--- src/rtl/sram_pt_pkg.sv ---
package sram_pt_pkg;
  typedef enum logic [1:0] {
    OP_PASS   = 2'd0,
    OP_READ   = 2'd1,
    OP_WRITE  = 2'd2,
    OP_TWRITE = 2'd3
  } sram_op_e;
endpackage

--- src/rtl/sram_pt_in_reg.sv ---
module sram_pt_in_reg #(
  parameter int ADDR_W = 8,
  parameter int DATA_W = 9
) (
  input  logic              clk_i,
  input  logic              rst_ni,
  input  logic [ADDR_W-1:0] addr_i,
  input  logic [DATA_W-1:0] data_i,
  input  logic              ce_ni,
  input  logic              we_ni,
  input  logic              oe_ni,
  output logic [ADDR_W-1:0] addr_q_o,
  output logic [DATA_W-1:0] din_q_o,
  output logic              ce_n_q_o,
  output logic              we_n_q_o,
  output logic              oe_n_q_o
);
  always_ff @(posedge clk_i or negedge rst_ni) begin
    if (!rst_ni) begin
      addr_q_o <= '0;
      din_q_o  <= '0;
      ce_n_q_o <= 1'b1;
      we_n_q_o <= 1'b1;
      oe_n_q_o <= 1'b1;
    end else begin
      addr_q_o <= addr_i;
      din_q_o  <= data_i;
      ce_n_q_o <= ce_ni;
      we_n_q_o <= we_ni;
      oe_n_q_o <= oe_ni;
    end
  end
endmodule

--- src/rtl/sram_pt_ctrl.sv ---
module sram_pt_ctrl
  import sram_pt_pkg::*;
(
  input  logic     ce_n_i,
  input  logic     we_n_i,
  input  logic     oe_n_i,
  output sram_op_e op_o,
  output logic     wr_en_o
);
  // chip-enable only gates the array write; it never deselects
  always_comb begin
    if (ce_n_i)      op_o = OP_PASS;
    else if (we_n_i) op_o = OP_READ;
    else if (oe_n_i) op_o = OP_WRITE;
    else             op_o = OP_TWRITE;
  end

  assign wr_en_o = (op_o == OP_WRITE) || (op_o == OP_TWRITE);
endmodule

--- src/rtl/sram_pt_array.sv ---
module sram_pt_array #(
  parameter int ADDR_W = 8,
  parameter int DATA_W = 9
) (
  input  logic              clk_i,
  input  logic              wr_en_i,
  input  logic [ADDR_W-1:0] addr_i,
  input  logic [DATA_W-1:0] wdata_i,
  output logic [DATA_W-1:0] rdata_o
);
  localparam int DEPTH = 1 << ADDR_W;

  logic [DATA_W-1:0] mem_q [DEPTH];

  // no reset: contents survive rst_ni
  always_ff @(posedge clk_i) begin
    if (wr_en_i) mem_q[addr_i] <= wdata_i;
  end

  assign rdata_o = mem_q[addr_i];
endmodule

--- src/rtl/sram_pt_out_reg.sv ---
module sram_pt_out_reg
  import sram_pt_pkg::*;
#(
  parameter int DATA_W = 9
) (
  input  logic              clk_i,
  input  logic              rst_ni,
  input  sram_op_e          op_i,
  input  logic              oe_n_i,
  input  logic [DATA_W-1:0] rdata_i,
  input  logic [DATA_W-1:0] din_i,
  output logic [DATA_W-1:0] data_o,
  output logic              drive_o
);
  logic [DATA_W-1:0] data_d;

  assign data_d = (op_i == OP_READ) ? rdata_i : din_i;

  always_ff @(posedge clk_i or negedge rst_ni) begin
    if (!rst_ni) begin
      data_o  <= '0;
      drive_o <= 1'b0;
    end else begin
      data_o  <= data_d;
      drive_o <= ~oe_n_i;
    end
  end
endmodule

--- src/rtl/sram_pt_top.sv ---
module sram_pt_top
  import sram_pt_pkg::*;
#(
  parameter int ADDR_W = 8,
  parameter int DATA_W = 9
) (
  input  logic              clk_i,
  input  logic              rst_ni,
  input  logic [ADDR_W-1:0] addr_i,
  input  logic [DATA_W-1:0] data_i,
  input  logic              ce_ni,
  input  logic              we_ni,
  input  logic              oe_ni,
  output logic [DATA_W-1:0] data_o,
  output logic              drive_o
);
  logic [ADDR_W-1:0] addr_q;
  logic [DATA_W-1:0] din_q;
  logic              ce_n_q;
  logic              we_n_q;
  logic              oe_n_q;
  sram_op_e          op;
  logic              wr_en;
  logic [DATA_W-1:0] rdata;

  sram_pt_in_reg #(.ADDR_W(ADDR_W), .DATA_W(DATA_W)) u_in (
    .clk_i    (clk_i),
    .rst_ni   (rst_ni),
    .addr_i   (addr_i),
    .data_i   (data_i),
    .ce_ni    (ce_ni),
    .we_ni    (we_ni),
    .oe_ni    (oe_ni),
    .addr_q_o (addr_q),
    .din_q_o  (din_q),
    .ce_n_q_o (ce_n_q),
    .we_n_q_o (we_n_q),
    .oe_n_q_o (oe_n_q)
  );

  sram_pt_ctrl u_ctrl (
    .ce_n_i  (ce_n_q),
    .we_n_i  (we_n_q),
    .oe_n_i  (oe_n_q),
    .op_o    (op),
    .wr_en_o (wr_en)
  );

  sram_pt_array #(.ADDR_W(ADDR_W), .DATA_W(DATA_W)) u_array (
    .clk_i   (clk_i),
    .wr_en_i (wr_en),
    .addr_i  (addr_q),
    .wdata_i (din_q),
    .rdata_o (rdata)
  );

  sram_pt_out_reg #(.DATA_W(DATA_W)) u_out (
    .clk_i   (clk_i),
    .rst_ni  (rst_ni),
    .op_i    (op),
    .oe_n_i  (oe_n_q),
    .rdata_i (rdata),
    .din_i   (din_q),
    .data_o  (data_o),
    .drive_o (drive_o)
  );
endmodule

--- config.mk ---
export PLATFORM = sky130hd
export DESIGN_NAME = sram_pt_top
export DESIGN_NICKNAME = d
export VERILOG_FILES = /design/src/rtl/sram_pt_pkg.sv /design/src/rtl/sram_pt_in_reg.sv /design/src/rtl/sram_pt_ctrl.sv /design/src/rtl/sram_pt_array.sv /design/src/rtl/sram_pt_out_reg.sv /design/src/rtl/sram_pt_top.sv
export SDC_FILE = /design/constraint.sdc
export NUM_CORES = 2
export LEC_CHECK = 0
export BUFFER_PORTS_ARGS = -buffer_cell sky130_fd_sc_hd__buf_2
export CAP_MARGIN = 20
export CORE_ASPECT_RATIO = 2
export CORE_MARGIN = 2
export CORE_UTILIZATION = 60
export CTS_CLUSTER_DIAMETER = 150
export CTS_CLUSTER_SIZE = 24
export DETAILED_ROUTE_END_ITERATION = 8
export PLACE_DENSITY_LB_ADDON = 0.05
export RECOVER_POWER = 50
export SETUP_SLACK_MARGIN = 0.1
export SYNTH_ARGS = -nofsm -noshare
export SYNTH_HDL_FRONTEND = slang
export SYNTH_HIERARCHICAL = 1
export SYNTH_SLANG_ARGS = --single-unit
export TNS_END_PERCENT = 100
--- constraint.sdc ---
create_clock -name clk_i -period 5.54 [get_ports clk_i]
set_clock_uncertainty 0.05 [all_clocks]
set_input_delay 0 -clock clk_i [delete_from_list [all_inputs] [get_ports clk_i]]
set_output_delay 0 -clock clk_i [all_outputs]
set_load 0.02 [all_outputs]
==> results.sh <==
export IMPL_totalWireLength_um=215000
export IMPL_die_w_um=276
export IMPL_synthArstFlopShare=0.0129
export IMPL_grt_pass1_vias=43300
export IMPL_port_buffers=31
export IMPL_critical_path_n_buffers_inverters=1
export IMPL_period_minus_slack_ns=4.77
export IMPL_r2r_end="u_array/mem_q[175][8]$_DFFE_PP_"
export IMPL_max_vdd_ir_drop_mv=0.370
export IMPL_crit_path_start_kind="register"
export IMPL_grt_max_degree=186
export IMPL_vias_per_cell=6.95
export IMPL_pre_cts_ws_ns=0.834
export IMPL_cts_buffer_depth=3
export IMPL_synthFlopType="edfxtp_1"
export IMPL_yosysSeqAreaShare=0.788
export IMPL_endpoint_kind="register"
export IMPL_worstPathArrival_ns=4.91
export IMPL_h_tree_depth=3
export IMPL_holdCritStartpoint="addr_i[6]"
export IMPL_overflow=0
export IMPL_whs_path_depth=3
export IMPL_place_area_um2=91800
export IMPL_dpl_hpwl_um=132000
export IMPL_grt_total_usage=0.287
export IMPL_layout_drive_gt1_share=0.217
export IMPL_path_delay_family="flip-flops"
export IMPL_synth_distinct_cells=27
export IMPL_post_cts_setup_buffers=0
export IMPL_p_leak_nw=28.3
export IMPL_synth_edf_count=2304
export IMPL_critPathMaxFanout=63
export IMPL_ioPinCount=32
export IMPL_final_antenna_net_count=0
export IMPL_violations="design-rule violations, max-capacitance violations, max-slew violations"
export IMPL_post_cts_resized=0
export IMPL_ys_seq_elements=2334
export IMPL_r2r_cells=1
export IMPL_num_rows=199
export IMPL_synth_top_area_cell="edfxtp_1"
export IMPL_worstSetupPathType="reg2reg"
export IMPL_r2r_slack_ns=0.77
export IMPL_synth_cells=3982
export IMPL_drt_pass1_iter_count=9
export IMPL_whs_endpoint="u_in/addr_q_o[6]$_DFF_PN0_"
export IMPL_yosys_area_top_type_share=0.779
export IMPL_syn_avg_cell_area_um2=22.3
export IMPL_fin_nets=4073
export IMPL_grt_first_pass_wirelength_um=309000
export IMPL_final_hold_violation_count=0
export IMPL_yosysWarnings=6
export IMPL_drt_iter0_markers=5019
export IMPL_worstHoldPathType="in2reg"
export IMPL_wl_per_cell_um=35.9
export IMPL_clkLatencyLatePin_ns=0.74
export IMPL_die_h_um=548
export IMPL_crit_chain="clkbuf_1"
export IMPL_finalSetupViolCount=0
export IMPL_drv_slew=1182
export IMPL_start_util=0.604
export IMPL_cts_root_buf="clkbuf_16"
export IMPL_numCtsBuffers=107
export IMPL_max_cap_viol_count=16
export IMPL_rsz0062_at_grt="no"
export IMPL_reg2reg_from="u_in/din_q_o[8]$_DFF_PN0_"
export IMPL_worstMarginPinSlew_ns=4.16
export IMPL_clkSinkCount=2334
export IMPL_slowest_delay_ns=2.24
export IMPL_cts_hold_buf=43
export IMPL_die_area_um2=151000
export IMPL_drc=4
export IMPL_vias=41700
export IMPL_design_core_area_um2=147000
export IMPL_crit_required_ns=5.67
export IMPL_cts_tree="done"
export IMPL_syn_area_um2=88800
export IMPL_setup_slack_ns=0.767
export IMPL_synth_fp_nets=4004
export IMPL_slowest_stage="dfrtp_1"
export IMPL_gp_congestion=0.845
export IMPL_antenna_found_initial=4
export IMPL_relSlewSlack=-1.77
export IMPL_finalCritPeriodShare=0.862
export IMPL_fmax_mhz=209
export IMPL_final_area_um2=95100
export IMPL_synth_area_top_cells="edfxtp_1 (78%), mux4_2 (15%), a22oi_1 (2.4%)"
export IMPL_areaGrowthSynthToFinish_pct=7.10
export IMPL_clkSlewWorstSetupHoldPaths_ns=0.10
export IMPL_status="finished with violations"
export IMPL_power_total_mw=29.8
export IMPL_power_density_nw_per_um2=314
==> worst max path at each step <==
stage / slack, ns / depth (start not counted) / end / from
after global placement: -0.02 / 8 / u_out/data_o[7]$_DFF_PN0_ / u_in/addr_q_o[0]$_DFF_PN0_
after CTS: 0.84 / 8 / u_out/data_o[5]$_DFF_PN0_ / u_in/addr_q_o[0]$_DFF_PN0_
after floorplan: 1.50 / 0 / u_array/mem_q[0][0]$_DFFE_PP_ / u_in/din_q_o[0]$_DFF_PN0_
final: 0.77 / 1 / u_array/mem_q[175][8]$_DFFE_PP_ / u_in/din_q_o[8]$_DFF_PN0_
after global routing: 0.50 / 1 / u_array/mem_q[137][8]$_DFFE_PP_ / u_in/din_q_o[8]$_DFF_PN0_
after detailed placement: 0.83 / 8 / u_out/data_o[5]$_DFF_PN0_ / u_in/addr_q_o[0]$_DFF_PN0_
==> where the power goes <==
group          leakage (nW)  switching (mW)  internal (mW)
clock                  1.42            5.07           3.66
combinational          5.84           0.978          0.573
sequential             21.0           0.114           19.4
==> layout make-up <==
cell class / count / area, um^2
Clock buffer: 152 / 2910
Tap cell: 1909 / 2390
Inverter: 3 / 11.3
Fill cell: 9610 / 51800
Clock inverter: 2 / 36.3
Timing Repair Buffer: 218 / 1960
Sequential cell: 2334 / 69900
Multi-Input combinational cell: 1387 / 17800
Antenna cell: 1 / 2.50
==> cell families after synthesis <==
group | synth area share
AO/OA/AOI/OAI | 0.0361
buffers and inverters | 0.0129
flip-flops | 0.788
multiplexers | 0.148
AND/OR/NAND/NOR | 0.0156
==> through the flow <==
step,setup TNS (ns),hold WS [ns],instances,util
floorplan,0,-0.346,3982,-
global placement,-0.0223,0.0550,5798,0.624
detailed placement,0,0.0565,5806,0.625
CTS,0,0.337,6003,0.648
global route,0,0.385,6006,0.647
finish,0,0.382,6006,0.647
==> cell usage after synthesis, types with 3 or more instances <==
master    instances
inv_1             3
dfstp_2           3
dfrtp_1          27
nand2b_1          6
buf_6             4
mux2_4            9
nand2_1          28
buf_2            50
mux4_2          576
buf_4            16
nand4_1           9
nor3_1           30
a21oi_1         144
o41ai_1          36
a22oi_1         288
edfxtp_1       2304
buf_1            26
clkbuf_1        161
nor2_1          233
nand3_1          13
nor2b_1           7
and2_1            3
==> cells in the final DEF (no fill, tap or decap), types with 9 or more instances in the layout <==
| cell type | count |
|---|---|
| o41ai_1 | 26 |
| nor2_1 | 232 |
| mux2_4 | 9 |
| a22oi_1 | 288 |
| clkbuf_16 | 110 |
| edfxtp_1 | 2304 |
| clkbuf_1 | 62 |
| mux4_2 | 576 |
| nand4_1 | 9 |
| a21oi_1 | 144 |
| nor3_1 | 29 |
| nand2_1 | 21 |
| buf_4 | 103 |
| buf_2 | 22 |
| dfrtp_1 | 25 |
| o41ai_2 | 10 |
| dlygate4sd3_1 | 42 |
| nand3_1 | 13 |
| buf_12 | 27 |
==> state kept, by name, summed over array words and instances, names as in the netlist <==
name	count
u_out/drive_o	1
u_in/din_q_o	9
u_in/oe_n_q_o	1
u_in/ce_n_q_o	1
u_out/data_o	9
u_array/mem_q	2304
u_in/we_n_q_o	1
u_in/addr_q_o	8
==> routing by layer <==
| metal | track usage | part of all wire | vias up |
|---|---|---|---|
| li1 | - | - | 16900 |
| met1 | 0.356 | 0.35 | 22700 |
| met3 | 0.0295 | 0.060 | 343 |
| met2 | 0.518 | 0.54 | 1801 |
| met4 | 0.126 | 0.051 | 0 |
| met5 | 0 | 0 | - |
No activity file was read; power rests on OpenSTA's default activity.
